### src/rtl/rot_bank_pkg.sv
`timescale 1ns/1ps
package rot_bank_pkg;
  // bank served to a PE in a stage
  function automatic int rot_fwd(int pe, int stg, int n);
    int s;
    s = pe + stg;
    return (s >= n) ? s - n : s;
  endfunction
  // PE served by a bank in a stage
  function automatic int rot_back(int bank, int stg, int n);
    return (bank >= stg) ? bank - stg : bank + n - stg;
  endfunction
endpackage

### src/rtl/rot_sched.sv
`timescale 1ns/1ps
module rot_sched #(
  parameter int NUM_PE = 4,
  localparam int PW = (NUM_PE > 1) ? $clog2(NUM_PE) : 1
) (
  input  logic              clk_i,
  input  logic              rst_ni,
  input  logic              start_i,
  input  logic [NUM_PE-1:0] stage_done_i,
  output logic              busy_o,
  output logic [PW-1:0]     stage_o,
  output logic [NUM_PE-1:0] fin_o,
  output logic              clr_o,
  output logic              done_o
);
  logic              busy_q, done_q;
  logic [PW-1:0]     stage_q;
  logic [NUM_PE-1:0] fin_q, fin_nx;
  logic              all_fin;

  assign fin_nx  = fin_q | stage_done_i;
  assign all_fin = &fin_nx;
  assign clr_o   = !busy_q && start_i;

  always_ff @(posedge clk_i or negedge rst_ni) begin
    if (!rst_ni) begin
      busy_q  <= 1'b0;
      done_q  <= 1'b0;
      stage_q <= '0;
      fin_q   <= '0;
    end else begin
      done_q <= 1'b0;
      if (!busy_q) begin
        if (start_i) begin
          busy_q  <= 1'b1;
          stage_q <= '0;
          fin_q   <= '0;
        end
      end else if (all_fin) begin
        fin_q <= '0;
        if (stage_q == PW'(NUM_PE - 1)) begin
          busy_q <= 1'b0;
          done_q <= 1'b1;
        end else begin
          stage_q <= stage_q + 1'b1;
        end
      end else begin
        fin_q <= fin_nx;
      end
    end
  end

  assign busy_o  = busy_q;
  assign stage_o = stage_q;
  assign fin_o   = fin_q;
  assign done_o  = done_q;

  assert_stage_hold_R5: assert property (@(posedge clk_i) disable iff (!rst_ni)
    (busy_q && !(&(fin_q | stage_done_i))) |=> (busy_q && $stable(stage_q)));
  assert_done_last_R6: assert property (@(posedge clk_i) disable iff (!rst_ni)
    (busy_q && stage_q == PW'(NUM_PE - 1) && (&(fin_q | stage_done_i))) |=> (done_q && !busy_q));
  assert_done_pulse_R6: assert property (@(posedge clk_i) disable iff (!rst_ni)
    done_q |=> !done_q);
  assert_start_ignored_R2: assert property (@(posedge clk_i) disable iff (!rst_ni)
    (busy_q && start_i && !(&(fin_q | stage_done_i))) |=> $stable(stage_q));
endmodule

### src/rtl/rot_xbar.sv
`timescale 1ns/1ps
module rot_xbar
  import rot_bank_pkg::*;
#(
  parameter int NUM_PE = 4,
  parameter int ADDR_W = 8,
  parameter int DATA_W = 16,
  localparam int PW = (NUM_PE > 1) ? $clog2(NUM_PE) : 1
) (
  input  logic                           clk_i,
  input  logic                           rst_ni,
  input  logic                           busy_i,
  input  logic [PW-1:0]                  stage_i,
  input  logic [NUM_PE-1:0]              req_i,
  input  logic [NUM_PE-1:0][ADDR_W-1:0]  off_i,
  input  logic [NUM_PE-1:0][DATA_W-1:0]  bank_rdata_i,
  output logic [NUM_PE-1:0]              bank_re_o,
  output logic [NUM_PE-1:0][ADDR_W-1:0]  bank_addr_o,
  output logic [NUM_PE-1:0][DATA_W-1:0]  pe_data_o
);
  logic [NUM_PE-1:0][PW-1:0] sel;

  for (genvar p = 0; p < NUM_PE; p++) begin : g_pe
    assign sel[p]       = PW'(rot_fwd(p, int'(stage_i), NUM_PE));
    assign pe_data_o[p] = bank_rdata_i[sel[p]];
  end

  for (genvar b = 0; b < NUM_PE; b++) begin : g_bank
    logic [PW-1:0]     owner;
    logic [NUM_PE-1:0] hit;
    assign owner          = PW'(rot_back(b, int'(stage_i), NUM_PE));
    assign bank_re_o[b]   = req_i[owner];
    assign bank_addr_o[b] = off_i[owner];
    for (genvar q = 0; q < NUM_PE; q++) begin : g_hit
      assign hit[q] = (sel[q] == PW'(b));
    end

    assert_one_reader_R3: assert property (@(posedge clk_i) disable iff (!rst_ni)
      busy_i |-> ($countones(hit) == 1));
    assert_owner_match_R3: assert property (@(posedge clk_i) disable iff (!rst_ni)
      bank_re_o[b] |-> (sel[owner] == PW'(b)));
  end
endmodule

### src/rtl/rot_pe.sv
`timescale 1ns/1ps
module rot_pe #(
  parameter int DATA_W = 16,
  parameter int COEF_W = 8,
  parameter int ACC_W  = 40,
  localparam int PROD_W = DATA_W + COEF_W
) (
  input  logic              clk_i,
  input  logic              rst_ni,
  input  logic              clr_i,
  input  logic              en_i,
  input  logic [DATA_W-1:0] data_i,
  input  logic [COEF_W-1:0] coef_i,
  output logic [ACC_W-1:0]  acc_o
);
  logic [PROD_W-1:0] prod;
  logic [ACC_W-1:0]  acc_q;

  assign prod = data_i * coef_i;

  always_ff @(posedge clk_i or negedge rst_ni) begin
    if (!rst_ni)    acc_q <= '0;
    else if (clr_i) acc_q <= '0;
    else if (en_i)  acc_q <= acc_q + ACC_W'(prod);
  end

  assign acc_o = acc_q;

  assert_clr_zero_R2: assert property (@(posedge clk_i) disable iff (!rst_ni)
    clr_i |=> (acc_o == '0));
  assert_hold_R4: assert property (@(posedge clk_i) disable iff (!rst_ni)
    (!clr_i && !en_i) |=> $stable(acc_o));
endmodule

### src/rtl/rot_bank_array.sv
`timescale 1ns/1ps
module rot_bank_array #(
  parameter int NUM_PE = 4,
  parameter int ADDR_W = 8,
  parameter int DATA_W = 16,
  parameter int COEF_W = 8,
  parameter int ACC_W  = 40,
  localparam int PW = (NUM_PE > 1) ? $clog2(NUM_PE) : 1
) (
  input  logic                          clk_i,
  input  logic                          rst_ni,
  input  logic                          start_i,
  output logic                          done_o,
  input  logic [NUM_PE-1:0]             acc_en_i,
  input  logic [NUM_PE-1:0][ADDR_W-1:0] off_i,
  input  logic [NUM_PE-1:0][COEF_W-1:0] coef_i,
  input  logic [NUM_PE-1:0]             stage_done_i,
  output logic [NUM_PE-1:0]             bank_re_o,
  output logic [NUM_PE-1:0][ADDR_W-1:0] bank_addr_o,
  input  logic [NUM_PE-1:0][DATA_W-1:0] bank_rdata_i,
  output logic [NUM_PE-1:0][ACC_W-1:0]  psum_o
);
  logic                          busy, clr;
  logic [PW-1:0]                 stage;
  logic [NUM_PE-1:0]             fin, req;
  logic [NUM_PE-1:0][DATA_W-1:0] pe_data;

  // finished PEs and idle state drop their requests
  assign req = acc_en_i & ~fin & {NUM_PE{busy}};

  rot_sched #(.NUM_PE(NUM_PE)) u_sched (
    .clk_i, .rst_ni, .start_i, .stage_done_i,
    .busy_o(busy), .stage_o(stage), .fin_o(fin), .clr_o(clr), .done_o
  );

  rot_xbar #(.NUM_PE(NUM_PE), .ADDR_W(ADDR_W), .DATA_W(DATA_W)) u_xbar (
    .clk_i, .rst_ni, .busy_i(busy), .stage_i(stage), .req_i(req), .off_i,
    .bank_rdata_i, .bank_re_o, .bank_addr_o, .pe_data_o(pe_data)
  );

  for (genvar p = 0; p < NUM_PE; p++) begin : g_pe
    rot_pe #(.DATA_W(DATA_W), .COEF_W(COEF_W), .ACC_W(ACC_W)) u_pe (
      .clk_i, .rst_ni, .clr_i(clr), .en_i(req[p]),
      .data_i(pe_data[p]), .coef_i(coef_i[p]), .acc_o(psum_o[p])
    );
  end

  assert_idle_quiet_R7: assert property (@(posedge clk_i) disable iff (!rst_ni)
    !busy |-> (bank_re_o == '0));
  assert_read_count_R5: assert property (@(posedge clk_i) disable iff (!rst_ni)
    busy |-> ($countones(bank_re_o) == $countones(acc_en_i & ~fin)));
endmodule

### config.mk
export PLATFORM = sky130hd
export DESIGN_NAME = rot_bank_array
export DESIGN_NICKNAME = d
export VERILOG_FILES = /design/src/rtl/rot_bank_pkg.sv /design/src/rtl/rot_sched.sv /design/src/rtl/rot_xbar.sv /design/src/rtl/rot_pe.sv /design/src/rtl/rot_bank_array.sv
export SDC_FILE = /design/constraint.sdc
export NUM_CORES = 2
export LEC_CHECK = 0
export CORE_MARGIN = 1
export CORE_UTILIZATION = 54
export CTS_CLUSTER_SIZE = 20
export DETAILED_ROUTE_END_ITERATION = 6
export GPL_ROUTABILITY_DRIVEN = 0
export PLACE_DENSITY = 0.8
export SLEW_MARGIN = 20
export SYNTH_ARGS = -nofsm -noshare
export SYNTH_HDL_FRONTEND = slang
export SYNTH_HIERARCHICAL = 1
export SYNTH_SLANG_ARGS = --single-unit
### constraint.sdc
create_clock -name clk_i -period 5.4 [get_ports clk_i]
set_input_delay 0.54 -clock clk_i [delete_from_list [all_inputs] [get_ports clk_i]]
set_output_delay 0.54 -clock clk_i [all_outputs]
set_load 0.02 [all_outputs]
==> metrics.md <==
| Metric | Value |
|---|---|
| Area of the multi-input gates | `about 25000 um^2` |
| DRT iter0 DRCs | `about 2300` |
| Synth async-reset ratio | `100.0%` |
| Root Buffer | `clkbuf_16` |
| GRT overflow | `0` |
| Final HPWL DP | `approximately 70000 um` |
| I/O Pins | `336` |
| Post-synth cell types | `between 100 and 150` |
| WP data arrival | `6.64 ns` |
| Worst EP required | `approximately 6 ns` |
| RSZ-0062 raised after global routing | `yes` |
| Via/cell ratio | `just under 6` |
| CP Buf/Inv Count | `5` |
| Slew headroom | `between 30% and 40%` |
| Crit-path max cell delay | `roughly 0.65 ns` |
| Post-route insts no fill | `~4800` |
| Vert. Die Dim | `around 240 um` |
| H-tree level count | `4` |
| Final worst slack | `-0.7937 ns` |
| Most common cell after layout, fill and taps aside | `inv_1` |
| # rows | `86` |
| Fmax achieved | `roughly 160 MHz` |
| Initial Util | `roughly 55%` |
| Die Footprint | `56640 um^2` |
| Number of global-route vias before repair | `around 29000` |
| Synthesized area per cell | `between 9 and 10 um^2` |
| TritonCTS buffer count | `17` |
| Failing checks | `setup timing` |
| WS Path Type | `flip-flop to flip-flop` |
| Max-Cap Viols | `0` |
| Setup TNS | `-32.73 ns` |
| Via count | `between 20000 and 30000` |
| Final wirelength | `between 100000 and 150000 um` |
| Cells after synthesis | `between 3000 and 4000` |
| First-pass DRT Iterations | `5` |
| CP max-delay cell | `mux4_2` |
| DRC violations left | `0` |
| Synth warn | `6` |
| First-pass GRT wire length | `145300 um` |
| Seq cells post-synth | `between 150 and 200` |
| Dpl cell area | `about 37000 um^2` |
| Main synth FF type | `dfrtp_1` |
| Syn nets | `about 4000` |
| Max clock buf depth | `2` |
| Inserted Diodes | `0` |
| Sequential element share of the synthesized area | `13.98%` |
| Clk_lat worst skew | `0.52 ns` |
| Final period util | `114.7%` |
| Width of the die | `approximately 240 um` |
| Cell with the most instances on the worst path | `fa_1` |
| Crit path time final | `between 6 and 7 ns` |
| Core area | `roughly 55000 um^2` |
| Number of synthesized flops with an enable pin | `0` |
| Crit path cell chain | `buf_12 -> buf_4 -> mux4_2 -> and2_1 -> fa_1 -> fa_1 -> fa_1 -> inv_1 -> fa_1 -> inv_2 -> ha_4 -> and4_4 -> buf_4 -> a41oi_4 -> o31ai_4 -> a21oi_1 -> nor4_1 -> a211o_1` |
| Final Hold Fails | `0` |
| Fillers | `~3500` |
| Most frequent cells in the layout | `inv_1 (614), fa_1 (410), buf_4 (388)` |
| Finished layout cell area | `around 41000 um^2` |
| Share of cells above drive strength 1 | `27.03%` |
| Util after Layout | `approximately 75%` |
| Total GRT Usage | `approximately a third` |
| Clock net sink count | `about 170` |
| ANT nets after route | `0` |
| I/O Buffers | `between 300 and 400` |
| Final-report max-slew violation count | `0` |
| Seq. cell area | `approximately 4200 um^2` |
| Worst Setup End Kind | `flip-flop` |
| Drt wl/cell | `~21 um` |
| Clock skew | `0.01665 ns` |
| Clock-pin slew on the worst setup and hold paths | `roughly 0.080 ns` |
| Worst setup SP type | `flip-flop` |
| Placed Cells | `~4600` |
| Max FO, Critical Path | `8` |
| Status | `complete, but fails checks` |
| CTS tree | `done` |
| Mapped Area | `between 30000 and 40000 um^2` |
| Initial antenna violation count | `4` |
| Nets | `4757` |
| Largest net degree at the start of global routing | `97` |
| Setup violations, final | `117` |
| Tightest Pin Transition | `between 0.9 and 1 ns` |
| Hold WC Path Type | `input pin to asynchronous set/reset pin` |
| Area delta synth->final | `36.48%` |
| Crit-path leading delay family | `adder cells` |
-- worst register-to-register path: stages (launching register included) --
cell     delay (ns)
dfrtp_4        0.56
buf_12         0.18
buf_4          0.13
mux4_2         0.65
and2_1         0.26
fa_1           0.47
fa_1           0.53
fa_1           0.58
inv_1          0.06
fa_1           0.51
inv_2          0.07
ha_4           0.29
and4_4         0.25
buf_4          0.13
a41oi_4        0.18
o31ai_4        0.32
a21oi_1        0.17
nor4_1         0.58
a211o_1        0.22
-- flip-flops by register name (all words and copies together) (netlist names) --
name	cells
u_sched/fin_o	4
g_pe.u_pe/acc_o	160
u_sched/stage_o	2
u_sched/busy_o	1
u_sched/done_o	1
-- stage by stage --
step | hold WS [ns] | setup slack [ns]
6_report | 0.03668 | -0.7937
3_3_place_gp | 0.5094 | -0.6504
3_5_place_dp | 0.5182 | -0.6864
5_1_grt | 0.08526 | -0.9021
2_1_floorplan | 0.2444 | -0.02520
4_1_cts | 0.04963 | -0.3275
-- logic make-up (layout without fill, tap and decap cells) --
logic type               Yosys count  in the layout  synth area share, %
AO/OA/AOI/OAI                    413            413                9.560
buffers and inverters            767           1514                10.20
flip-flops                       168            168                13.98
XOR/XNOR                          85             85                2.475
multiplexers                     152            152                9.273
AND/OR/NAND/NOR                 1057           1057                18.10
adder cells (fa/ha/maj)          621            621                36.42
-- cell type report --
class / instances / share of cell area [%]
repair buffers: 823 / 18.92
clock buffers: 20 / 1.113
multi-input cells: 2328 / 61.07
well taps: 748 / 2.280
flip-flops and latches: 168 / 10.26
clock inverters: 12 / 0.3262
inverters: 659 / 6.026
-- final timing paths --
| path | depth (start not counted) | slack, ns | endpoint | from |
|---|---|---|---|---|
| worst max register to register | 18 | -0.79 | g_pe[2].u_pe/acc_o[23]$_DFFE_PN0P_ | u_sched/stage_o[0]$_DFFE_PN0P_ |
| max in group asynchronous | 2 | 4.20 | g_pe[1].u_pe/acc_o[2]$_DFFE_PN0P_ | rst_ni |
| worst min-delay path | 1 | 0.04 | g_pe[3].u_pe/acc_o[28]$_DFFE_PN0P_ | rst_ni |
| worst min register to register | 2 | 0.55 | g_pe[2].u_pe/acc_o[24]$_DFFE_PN0P_ | g_pe[2].u_pe/acc_o[24]$_DFFE_PN0P_ |
| min in group clk_i | 2 | 0.55 | g_pe[2].u_pe/acc_o[24]$_DFFE_PN0P_ | g_pe[2].u_pe/acc_o[24]$_DFFE_PN0P_ |
| worst max-delay path | 18 | -0.79 | g_pe[2].u_pe/acc_o[23]$_DFFE_PN0P_ | u_sched/stage_o[0]$_DFFE_PN0P_ |
-- repair_timing --
| item | in CTS | in global routing |
|---|---|---|
| hold buffers | 0 | 0 |
| pin swaps | 60 | 182 |
| gates resized for setup | 155 | 380 |
| setup endpoints to repair | 112 | 120 |
| setup buffers | 37 | 68 |
| gates cloned | 1 | 5 |
-- synthesized netlist by cell type, types with 8 or more instances --
library cell	n	area, um^2
and2_1	344	2152
dfrtp_1	168	4204
a211oi_1	13	97.59
a211o_1	8	70.07
nand2_1	309	1160
o21a_1	13	97.59
nand2b_1	21	131.4
mux4_2	100	2252
or3_1	10	62.56
o21ai_1	13	65.06
and4_1	9	78.83
xnor2_1	51	446.7
nand4_1	30	187.7
ha_1	197	2465
o21bai_1	13	97.59
nor2b_1	26	162.7
o211ai_1	15	112.6
a21o_1	30	225.2
nand3_1	45	225.2
xor2_1	34	297.8
mux2_2	9	101.4
a21oi_1	117	585.6
o31ai_1	13	97.59
nor2_1	158	593.1
o21ai_0	69	345.3
inv_1	658	2470
mux2i_1	39	390.4
a31oi_1	10	62.56
nor3_1	26	130.1
buf_6	18	202.7
o22ai_1	11	68.82
clkbuf_1	70	262.8
fa_1	424	8488
nand3b_1	8	60.06
and3_1	30	187.7
-- per-layer routing --
layer / GRT usage (%) / share of wire, % / wire (um)
met2: 54.99 / 49 / 49400
met4: 12.59 / 5.5 / 5577
met5: 0 / 0.013 / 13
met3: 6.351 / 8.8 / 8866
met1: 41.07 / 36 / 36690
Power is left out: the tool's default activity adds up to more than one toggle a clock period on the data nets, which glitch-free logic cannot reach.
